**config.mk**
```make
export PLATFORM = sky130hd
export DESIGN_NAME = irda_sir_rx
export DESIGN_NICKNAME = d
export VERILOG_FILES = /design/src/rtl/irdec_pkg.sv /design/src/rtl/irdec_sync.sv /design/src/rtl/irdec_glitch.sv /design/src/rtl/irdec_window.sv /design/src/rtl/irda_sir_rx.sv
export SDC_FILE = /design/constraint.sdc
export NUM_CORES = 1
export LEC_CHECK = 0
export ABC_AREA = 1
export CAP_MARGIN = 20
export CORE_MARGIN = 4
export CORE_UTILIZATION = 40
export CTS_CLUSTER_SIZE = 20
export DETAILED_ROUTE_END_ITERATION = 16
export DONT_BUFFER_PORTS = 1
export PLACE_DENSITY = 0.56
export REMOVE_ABC_BUFFERS = 1
export SYNTH_ARGS = -nofsm -noshare
export SYNTH_HDL_FRONTEND = slang
export SYNTH_SLANG_ARGS = --single-unit
```
**constraint.sdc**
```tcl
create_clock -name clk -period 1.2 [get_ports clk]
set_input_delay 0.12 -clock clk [delete_from_list [all_inputs] [get_ports clk]]
set_output_delay 0.12 -clock clk [all_outputs]
set_load 0.02 [all_outputs]
```
**src/rtl/irdec_pkg.sv**
```systemverilog
package irdec_pkg;

  // pin level mapped to pulse-active: invert when the link is active-low
  function automatic logic active_of(input logic pin, input logic pol);
    return pin ^ pol;
  endfunction

  // saturating increment while active, clear when inactive
  function automatic int unsigned run_next(input int unsigned cur,
                                           input logic act,
                                           input int unsigned top);
    if (!act)       return 0;
    if (cur >= top) return top;
    return cur + 1;
  endfunction

  // bit value delivered for a window
  function automatic logic bit_of(input logic pulse_seen);
    return ~pulse_seen;
  endfunction

endpackage

```
**src/rtl/irdec_sync.sv**
```systemverilog
module irdec_sync #(
  parameter int STAGES = 2
) (
  input  logic clk,
  input  logic rst,
  input  logic rst_lvl,
  input  logic din,
  output logic dout
);
  logic [STAGES-1:0] q;

  genvar g;
  generate
    for (g = 0; g < STAGES; g++) begin : g_stage
      if (g == 0) begin : g_first
        always_ff @(posedge clk) begin
          if (rst) q[0] <= rst_lvl;
          else     q[0] <= din;
        end
      end else begin : g_next
        always_ff @(posedge clk) begin
          if (rst) q[g] <= rst_lvl;
          else     q[g] <= q[g-1];
        end
      end
    end
  endgenerate

  assign dout = q[STAGES-1];
endmodule

```
**src/rtl/irdec_glitch.sv**
```systemverilog
module irdec_glitch #(
  parameter int FILT_W = 4
) (
  input  logic clk,
  input  logic rst,
  input  logic active,
  output logic pulse_det
);
  import irdec_pkg::*;

  localparam int unsigned FILT_TOP = (1 << FILT_W) - 1;

  logic [FILT_W-1:0] run_q;

  // accepted on the cycle the counter would reach its top value
  assign pulse_det = active && (run_q == FILT_W'(FILT_TOP - 1));

  always_ff @(posedge clk) begin
    if (rst) run_q <= '0;
    else     run_q <= FILT_W'(run_next(int'(run_q), active, FILT_TOP));
  end
endmodule

```
**src/rtl/irdec_window.sv**
```systemverilog
module irdec_window #(
  parameter int PH_W       = 4,
  parameter int FRAME_BITS = 10
) (
  input  logic            clk,
  input  logic            rst,
  input  logic            tick,
  input  logic            pulse_det,
  output logic            start_evt,
  output logic            busy,
  output logic [PH_W-1:0] win_ph,
  output logic            nrz_out,
  output logic            bit_valid
);
  import irdec_pkg::*;

  localparam int BC_W = (FRAME_BITS > 1) ? $clog2(FRAME_BITS) : 1;
  localparam logic [PH_W-1:0] PH_CENTRE = PH_W'(1 << (PH_W - 1));
  localparam logic [PH_W-1:0] PH_LAST   = {PH_W{1'b1}};
  localparam logic [BC_W-1:0] BC_LAST   = BC_W'(FRAME_BITS - 1);

  logic            busy_q;
  logic [PH_W-1:0] ph_q;
  logic            seen_q;
  logic [BC_W-1:0] bc_q;
  logic            nrz_q;
  logic            vld_q;
  logic            win_end;

  assign start_evt = !busy_q && pulse_det;
  assign win_end   = busy_q && tick && (ph_q == PH_LAST);

  always_ff @(posedge clk) begin
    if (rst) begin
      busy_q <= 1'b0;
      ph_q   <= '0;
      seen_q <= 1'b0;
      bc_q   <= '0;
      nrz_q  <= 1'b1;
      vld_q  <= 1'b0;
    end else begin
      vld_q <= 1'b0;
      if (start_evt) begin
        busy_q <= 1'b1;
        ph_q   <= PH_CENTRE;
        seen_q <= 1'b1;
        bc_q   <= '0;
      end else if (busy_q) begin
        if (pulse_det) seen_q <= 1'b1;
        if (tick) ph_q <= ph_q + 1'b1;
        if (win_end) begin
          vld_q  <= 1'b1;
          nrz_q  <= bit_of(seen_q | pulse_det);
          seen_q <= 1'b0;
          if (bc_q == BC_LAST) begin
            busy_q <= 1'b0;
            bc_q   <= '0;
          end else begin
            bc_q <= bc_q + 1'b1;
          end
        end
      end
    end
  end

  assign busy      = busy_q;
  assign win_ph    = ph_q;
  assign nrz_out   = nrz_q;
  assign bit_valid = vld_q;
endmodule

```
**src/rtl/irda_sir_rx.sv**
```systemverilog
module irda_sir_rx #(
  parameter int SYNC_STAGES = 2,
  parameter int FILT_W      = 4,
  parameter int PH_W        = 4,
  parameter int FRAME_BITS  = 10
) (
  input  logic clk,
  input  logic rst,
  input  logic sample_en,
  input  logic ir_in,
  input  logic pol_sel,
  output logic nrz_out,
  output logic bit_valid
);
  import irdec_pkg::*;

  logic            pin_s;
  logic            active;
  logic            pulse_det;
  logic            start_evt;
  logic            busy;
  logic [PH_W-1:0] win_ph;

  irdec_sync #(.STAGES(SYNC_STAGES)) u_sync (
    .clk    (clk),
    .rst    (rst),
    .rst_lvl(pol_sel),
    .din    (ir_in),
    .dout   (pin_s)
  );

  assign active = active_of(pin_s, pol_sel);

  irdec_glitch #(.FILT_W(FILT_W)) u_filt (
    .clk      (clk),
    .rst      (rst),
    .active   (active),
    .pulse_det(pulse_det)
  );

  irdec_window #(.PH_W(PH_W), .FRAME_BITS(FRAME_BITS)) u_win (
    .clk      (clk),
    .rst      (rst),
    .tick     (sample_en),
    .pulse_det(pulse_det),
    .start_evt(start_evt),
    .busy     (busy),
    .win_ph   (win_ph),
    .nrz_out  (nrz_out),
    .bit_valid(bit_valid)
  );
endmodule

```
* Yosys cells after proc, flatten, opt, wreduce, memory -nomap -nowiden
Cells that the tools add are included.
** Word-level totals
- Register bits :: 18
- Output and inout port bits :: 2
** Operators by class
- Add/sub/neg operators :: 3
- Magnitude comparators :: 1
- Equality and inequality tests :: 3
- Mux-type cells :: 22
- Bitwise gates (word level) :: 5
- Reductions and logical operators :: 16
** Operators with widths (number)
- 4-bit 2-to-1 mux :: 6
- 1-bit 2-to-1 mux :: 16
- 4-bit by 1-bit adder with 4-bit output, second input constant :: 3
- 4-bit equality test, second input constant :: 3
- 2-bit AND reduction :: 4
- 4-bit >= comparator, second input constant :: 1
- 1-bit logical AND :: 4
- 2-bit nonzero test :: 2
- 2-bit OR reduction :: 2
- 1-bit NOT :: 3
- 3-bit AND reduction :: 1
- 3-bit nonzero test :: 1
- 3-bit OR reduction :: 1
- 1-bit zero test :: 1
- 1-bit OR :: 1
- 1-bit bitwise XOR :: 1

* Longest topological paths before layout
Gate-level depths: netlist of the first run.
- Depth after elaboration :: 6
- Depth in mapped cells :: 8

* By module
Synthesis of the first run repeated with hierarchy kept, for this count alone.
** Second synthesis, totals
- Cells, all modules :: 114
- Area total of the unflattened synthesis :: 813.3 um^2
** By module, submodules not included
- irdec_window :: times used 1, cells an instance 73, area each 528.0 um^2, seq. area each 240.2 um^2
- irdec_glitch :: times used 1, cells an instance 28, area each 203.9 um^2, seq. area each 80.1 um^2
- irdec_sync :: times used 1, cells an instance 8, area each 62.6 um^2, seq. area each 40.0 um^2
- irda_sir_rx :: times used 1, cells an instance 5, area each 18.8 um^2, seq. area each 0.0 um^2

* Worst setup path after synthesis of the first run
OpenSTA, ideal clock, no wires.
- Path type :: register -> register
- Start :: register u_win.ph_q[0], in the netlist u_win.win_ph[0]
- End :: register u_win.nrz_q, in the netlist u_win.nrz_out
- Library setup time :: 119 ps
- Arrival time :: 946 ps
- Data required time :: 1081 ps
- Path slack :: 135 ps
- Cell stages (with the launch flop) :: 7
- Path buffers :: 0
- Clock period less this slack :: 1065 ps
- Cell sequence :: dfxtp_1 ha_1 inv_1 nor2_4 nand2_4 a21oi_1 o21ai_1
** On the way
- Word-level cells in the longest chain between the ends :: 3
** Ends and longest elaborated chain
- start, declared :: line irdec_window.sv:23 : logic [PH_W-1:0] ph_q;
- start signal, assigned :: line irdec_window.sv:50 : if (tick) ph_q <= ph_q + 1'b1;
- 4-bit equality test :: line irdec_window.sv:31 : assign win_end = busy_q && tick && (ph_q == PH_LAST);
- 1-bit logical AND :: line irdec_window.sv:31
- 3-bit AND reduction (no source line)
- end signal, assigned :: line irdec_window.sv:53 : nrz_q <= bit_of(seen_q | pulse_det);
- end, declared :: line irdec_window.sv:26 : logic nrz_q;
No other way between the ends.
A chain may end at the register's enable or synchronous reset.

* Worst setup path in the final report of the first run
- Start :: register u_filt.run_q[0]
- End :: register u_win.bc_q[1]
** On the way
- Word-level cells in the longest chain between the ends :: 4
** Ends and longest elaborated chain
- start, declared :: line irdec_glitch.sv:13 : logic [FILT_W-1:0] run_q;
- start signal, assigned :: line irdec_glitch.sv:20 : else run_q <= FILT_W'(run_next(int'(run_q), active, FILT_TOP));
- 4-bit equality test :: line irdec_glitch.sv:16 : assign pulse_det = active && (run_q == FILT_W'(FILT_TOP - 1));
- 1-bit logical AND :: line irdec_glitch.sv:16
- 1-bit logical AND :: line irdec_window.sv:30 : assign start_evt = !busy_q && pulse_det;
- 2-bit OR reduction (no source line)
- end signal, assigned :: line irdec_window.sv:59 : bc_q <= bc_q + 1'b1;
- end, declared :: line irdec_window.sv:25 : logic [BC_W-1:0] bc_q;
No other way between the ends.

==> flow_metrics.py, run 1 <==
metrics = {
    "outcome": {
        "status": "complete, no violations",
    },
    "setup_path": {
        "worst-r2r-cell-count": 7,
        "cp_data_required_time_ns": 1.39,
        "cp-end-kind": "register",
        "cp.arrival_ns": 1.31,
        "reg2reg_from": "u_filt.run_q[0]",
        "cp_max_fo": 7,
        "path_class": "reg -> reg",
        "timing.rr.end": "u_win.bc_q[1]",
        "cp-start-kind": "register",
        "rrSetupSlack_ns": 0.07,
    },
    "final_layout": {
        "diodes": 0,
        "final_core_util": 0.507,
        "fill_cells": 212,
        "seq_area_um2": 363,
        "mostFrequentLayoutCell": "nand2_1",
        "multi_input_area_um2": 472,
        "area_delta_synth_final_pct": 18.0,
        "nets": 131,
        "final_cell_mix": "nand2_1, dfxtp_1, inv_1, nand3_1, a21oi_2",
        "drive_gt1_frac": 0.238,
    },
    "hold_path": {
        "worstHoldStart": "sample_en",
        "hold_class": "in -> reg",
        "min_path_cells": 3,
        "min_to": "u_win.win_ph[1]",
    },
    "die": {
        "initial_utilization": 0.429,
        "dieArea_mm2": 0.00295,
        "rows": 16,
        "die-width_um": 54.4,
        "ioPinCount": 7,
        "core_area_mm2": 0.00200,
        "die_h_um": 54.4,
    },
    "clock_network": {
        "root_buffer": "clkbuf_4",
        "clock_latency_ns": 0.29,
        "postCtsSetupRepairBufs": 0,
        "h-tree-depth": 1,
        "cts_sinks": 18,
        "clkTransAtPathRegs_ns": 0.10,
        "clock_tree.buffer_depth": 2,
        "cts_buffers": 3,
        "cts_tree": "yes",
    },
    "global_routing": {
        "grt_pass1_vias": 691,
        "grt_pass1_wl_mm": 2.86,
        "grt_usage": 0.135,
        "grt_start_max_net_pins": 11,
        "antenna_found_initial": 0,
        "grt_overflow": 0,
    },
    "power": {
        "vdd_drop_max_uv": 680,
        "p_leak_uw": 0.000400,
        "power.density_mw_per_mm2": 1020,
    },
    "synth": {
        "syn-instance-count": 111,
        "synth_area_um2": 860,
        "syn_area_per_cell_um2": 7.74,
        "yosysWarningCount": 0,
        "synth.distinct_cells": 22,
        "ys_ff_latch": 18,
        "seq_area_frac_synth": 0.419,
    },
    "route": {
        "met3_length_um": 75,
        "wirelength_mm": 1.53,
        "drt_pass1_iterations": 4,
        "drt.antenna.violating_nets": 0,
        "wl_met1_um": 780,
        "viasPerCell": 4.79,
        "drc": 0,
        "vias": 713,
        "routed.top_layer": "met4",
        "drt_iter0_drc": 11,
        "met2_length_um": 651,
        "avgRoutedWirePerCell_um": 10.2,
    },
    "sta": {
        "finalHoldViolCount": 0,
        "post-route-period-util": 0.938,
        "worstMarginPinSlew_ns": 0.277,
        "setup_viol": 0,
        "final.min_clock_period_ns": 1.13,
        "finalSetupTns_ns": 0,
        "fin_worst_skew_ns": 0.00603,
        "relSlewSlack": 0.815,
        "fmax_mhz": 889,
        "final_max_slew_viol_count": 0,
        "rsz0062_at_grt": "no",
    },
    "run": {
        "drv_cap": 0,
    },
    "place": {
        "hpwl_mm": 1.14,
        "io_buffers": 0,
        "routabilityCongestion": 0.687,
    },
}
## where the power goes
group / switching, uW / total, uW / internal [uW]
clock: 179 / 364 / 185
sequential: 5.19 / 613 / 608
combinational: 36.4 / 62.1 / 25.7
total: 221 / 1040 / 819
## critical path, stage by stage, from the launching register on
cell,delay (ns)
dfxtp_1,0.32
inv_1,0.05
ha_1,0.14
inv_1,0.04
nor2_2,0.17
nand3b_4,0.14
nand2_8,0.13
a21oi_2,0.04
## how the worst max path moves through the flow
stage	startpoint	to	cells after the start
2_1_floorplan	u_win.win_ph[0]	u_win.nrz_out	6
3_3_place_gp	u_win.win_ph[1]	u_win.busy	6
3_5_place_dp	u_filt.run_q[0]	u_win.bc_q[1]	7
4_1_cts	u_win.win_ph[0]	u_win.busy	6
5_1_grt	u_filt.run_q[0]	u_win.win_ph[0]	7
6_report	u_filt.run_q[0]	u_win.bc_q[1]	7
## cell families (layout without fill, tap and decap cells)
logic type / Yosys count / count (layout) / synth area share
DFF: 18 / 18 / 0.419
buffers and inverters: 13 / 24 / 0.0582
AOI/OAI and AO/OA: 16 / 16 / 0.124
and+or+nand+nor: 60 / 60 / 0.345
xor gates and xnor gates: 1 / 1 / 0.0102
adders and majority gates: 3 / 3 / 0.0437
## area by class of cell
| class | instances | area share |
|---|---|---|
| multi-input combinational | 80 | 0.465 |
| sequential | 18 | 0.358 |
| timing repair buffer | 7 | 0.0592 |
| inverter | 13 | 0.0493 |
| clock buffer | 4 | 0.0358 |
| tap | 27 | 0.0333 |
## metal layers
layer,global-route usage,up-vias
met5,0,-
met1,0.178,318
li1,-,380
met4,0.0664,0
met2,0.195,13
met3,0.0463,2
## registers in the layout (all words and copies together) (netlist names)
name	flops
u_win.bit_valid	1
u_sync.q	1
u_win.bc_q	4
u_filt.run_q	4
u_win.busy	1
u_win.nrz_out	1
u_sync.dout	1
u_win.seen_q	1
u_win.win_ph	4
## through the flow
| stage | instance area (um2) | hold slack (ns) | setup WS [ns] | total power (uW) | std cells |
|---|---|---|---|---|---|
| after floorplan | 860 | 0.189 | 0.135 | 661 | 111 |
| after global placement | 923 | 0.192 | 0.0877 | 676 | 142 |
| after detailed placement | 923 | 0.194 | 0.0827 | 678 | 142 |
| after CTS | 990 | 0.0340 | 0.0658 | 1060 | 149 |
| after global routing | 1010 | 0.0439 | 0.00544 | 1100 | 149 |
| final | 1010 | 0.0367 | 0.0749 | 1040 | 149 |
## repair_timing
item | 4_1_cts | 5_1_grt
endpoints found under the setup margin | 0 | 5
hold endpoints to repair | 6 | 0
hold buffers | 3 | 0
resized for setup | 0 | 5
## synthesized netlist by cell type (all sizes together)
master  count  share of area
nand2      36           0.18
dfxtp      18           0.42
inv        12          0.052
a21oi      11          0.090
nor2       11          0.071
nand3       9          0.058
ha          3          0.044
o21ai       3          0.017
nand4       2          0.015
a31oi       1         0.0073
clkinv      1         0.0058
nand3b      1          0.013
o21bai      1         0.0087
or2         1         0.0073
xor2        1          0.010
Note: power is estimated with default switching activity, not from simulation.
==> inputs of run 2 (changes only) <==
--- a/config.mk
+++ b/config.mk
@@ -12,6 +12,7 @@
 export CTS_CLUSTER_SIZE = 20
 export DETAILED_ROUTE_END_ITERATION = 16
 export DONT_BUFFER_PORTS = 1
+export HOLD_SLACK_MARGIN = 0.1
 export PLACE_DENSITY = 0.56
 export REMOVE_ABC_BUFFERS = 1
 export SYNTH_ARGS = -nofsm -noshare
==> run 2 against run 1 <==
  * Combinational power is 6.6% higher
  * Die area stayed put
  * Global-route usage stayed put
  * Worst setup slack hardly changed
  * Final cell count is 0.67% higher
  * Sequential cell count stayed put
  * Clock skew hardly changed
  * Routed wire length is 0.59% higher
  * First-iteration DRC count is 27% lower
  * Critical path type unchanged
  * Critical endpoint unchanged
  * Highest routed layer unchanged
==> flow_metrics.py, run 2 (synthesized netlist as in run 1, its figures left out) <==
metrics = {
    "setup_path": {
        "critPathTopFamily": "simple AND/OR/NAND/NOR gates",
        "path_class": "reg -> reg",
        "cp-start-kind": "register",
        "worst-r2r-cell-count": 7,
        "slowest_delay_ns": 0.32,
        "crit_path_cell_trace": "inv_1, ha_1, inv_1, nor2_2, nand3b_4, nand2_8, a21oi_2",
        "slowest_stage": "dfxtp_1",
        "cp_max_fo": 7,
        "timing.critical_path.mode_cell": "inv_1",
        "path_buf_inv": 2,
        "cp-end-kind": "register",
        "cp_data_required_time_ns": 1.39,
        "cp_num_cells": 7,
        "cp.arrival_ns": 1.31,
    },
    "final_layout": {
        "seq_area_um2": 363,
        "diodes": 0,
        "nets": 132,
        "fill_cells": 211,
        "drive_gt1_frac": 0.236,
        "area_delta_synth_final_pct": 19.2,
        "final_cell_mix": "nand2_1, dfxtp_1, inv_1, nand3_1, a21oi_2",
        "mostFrequentLayoutCell": "nand2_1",
        "multi_input_area_um2": 472,
    },
    "sta": {
        "fin_worst_skew_ns": 0.00606,
        "finalHoldViolCount": 0,
        "fmax_mhz": 889,
        "rsz0062_at_grt": "no",
        "finalSetupTns_ns": 0,
        "setup_ws_ns": 0.0748,
        "setup_viol": 0,
        "relSlewSlack": 0.815,
        "post-route-period-util": 0.938,
        "final_max_slew_viol_count": 0,
        "worstMarginPinSlew_ns": 0.277,
        "final.min_clock_period_ns": 1.13,
    },
    "hold_path": {
        "hold_class": "in -> reg",
        "min_path_cells": 4,
    },
    "global_routing": {
        "grt_pass1_wl_mm": 2.86,
        "grt_usage": 0.135,
        "grt_pass1_vias": 707,
        "grt_start_max_net_pins": 11,
        "grt_overflow": 0,
        "antenna_found_initial": 0,
    },
    "route": {
        "wirelength_mm": 1.54,
        "vias": 718,
        "drt.antenna.violating_nets": 0,
        "viasPerCell": 4.79,
        "drt_iter0_drc": 8,
        "avgRoutedWirePerCell_um": 10.2,
        "drt_pass1_iterations": 4,
        "drc": 0,
    },
    "place": {
        "hpwl_mm": 1.14,
        "io_buffers": 0,
        "routabilityCongestion": 0.687,
        "place_ws_ns": 0.0827,
    },
    "die": {
        "initial_utilization": 0.429,
        "die-width_um": 54.4,
        "die_h_um": 54.4,
        "ioPinCount": 7,
        "core_area_mm2": 0.00200,
        "rows": 16,
        "dieArea_mm2": 0.00295,
    },
    "clock_network": {
        "clkTransAtPathRegs_ns": 0.10,
        "clock_tree.buffer_depth": 2,
        "clock_latency_ns": 0.29,
        "cts_tree": "yes",
        "postCtsSetupRepairBufs": 0,
        "root_buffer": "clkbuf_4",
        "h-tree-depth": 1,
        "cts_sinks": 18,
        "cts_buffers": 3,
    },
    "power": {
        "vdd_drop_max_uv": 680,
        "total_power_uw": 1040,
        "p_leak_uw": 0.000404,
        "power.density_mw_per_mm2": 1020,
    },
    "outcome": {
        "status": "complete, no violations",
    },
    "run": {
        "drv_cap": 0,
    },
}
==> run 2: worst reg2reg max path: cells and delay by family (launching register included) <==
family | cells | cell delay (ns)
and+or+nand+nor | 3 | 0.44
DFF | 1 | 0.32
adders and majority gates | 1 | 0.14
buffers and inverters | 2 | 0.09
AOI/OAI and AO/OA | 1 | 0.04
==> run 2: power by group <==
group | switching (uW) | internal, uW | leakage (uW)
combinational | 38.4 | 27.8 | 0.000236
sequential | 5.21 | 608 | 0.000147
clock | 179 | 185 | 0.0000210
==> run 2: layout make-up <==
type                       count  share of cell area
sequential                    18               0.354
clock buffer                   4              0.0354
tap                           27              0.0330
timing repair buffer           8              0.0684
multi-input combinational     80               0.460
inverter                      13              0.0488
==> run 2: per-layer routing <==
metal | track usage | part of all wire | vias up
met5 | 0 | 0 | -
met4 | 0.0788 | 0.012 | 0
met3 | 0.0436 | 0.045 | 2
met2 | 0.191 | 0.43 | 11
met1 | 0.178 | 0.51 | 323
li1 | - | - | 382
==> run 2: final timing paths <==
path / start / endpoint / slack [ns]
worst max-delay path: u_filt.run_q[0] / u_win.bc_q[1] / 0.07
worst min-delay path: sample_en / u_win.win_ph[3] / 0.11
worst max register to register: u_filt.run_q[0] / u_win.bc_q[1] / 0.07
worst min register to register: u_sync.q[0] / u_sync.dout / 0.43
==> run 2: repair_timing <==
item | CTS | global route
resized for setup | 0 | 5
hold endpoints to repair | 10 | 0
endpoints found under the setup margin | 0 | 5
hold buffers | 4 | 0
==> run 2: through the flow <==
step                      instance area, um2  utilization  hold WS (ns)  cells
final                                   1020        0.512         0.113    150
after global routing                    1020        0.512         0.142    150
after CTS                               1000        0.499         0.106    150
after detailed placement                 923        0.461         0.194    142
after global placement                   923        0.461         0.192    142
after floorplan                          860            -         0.189    111
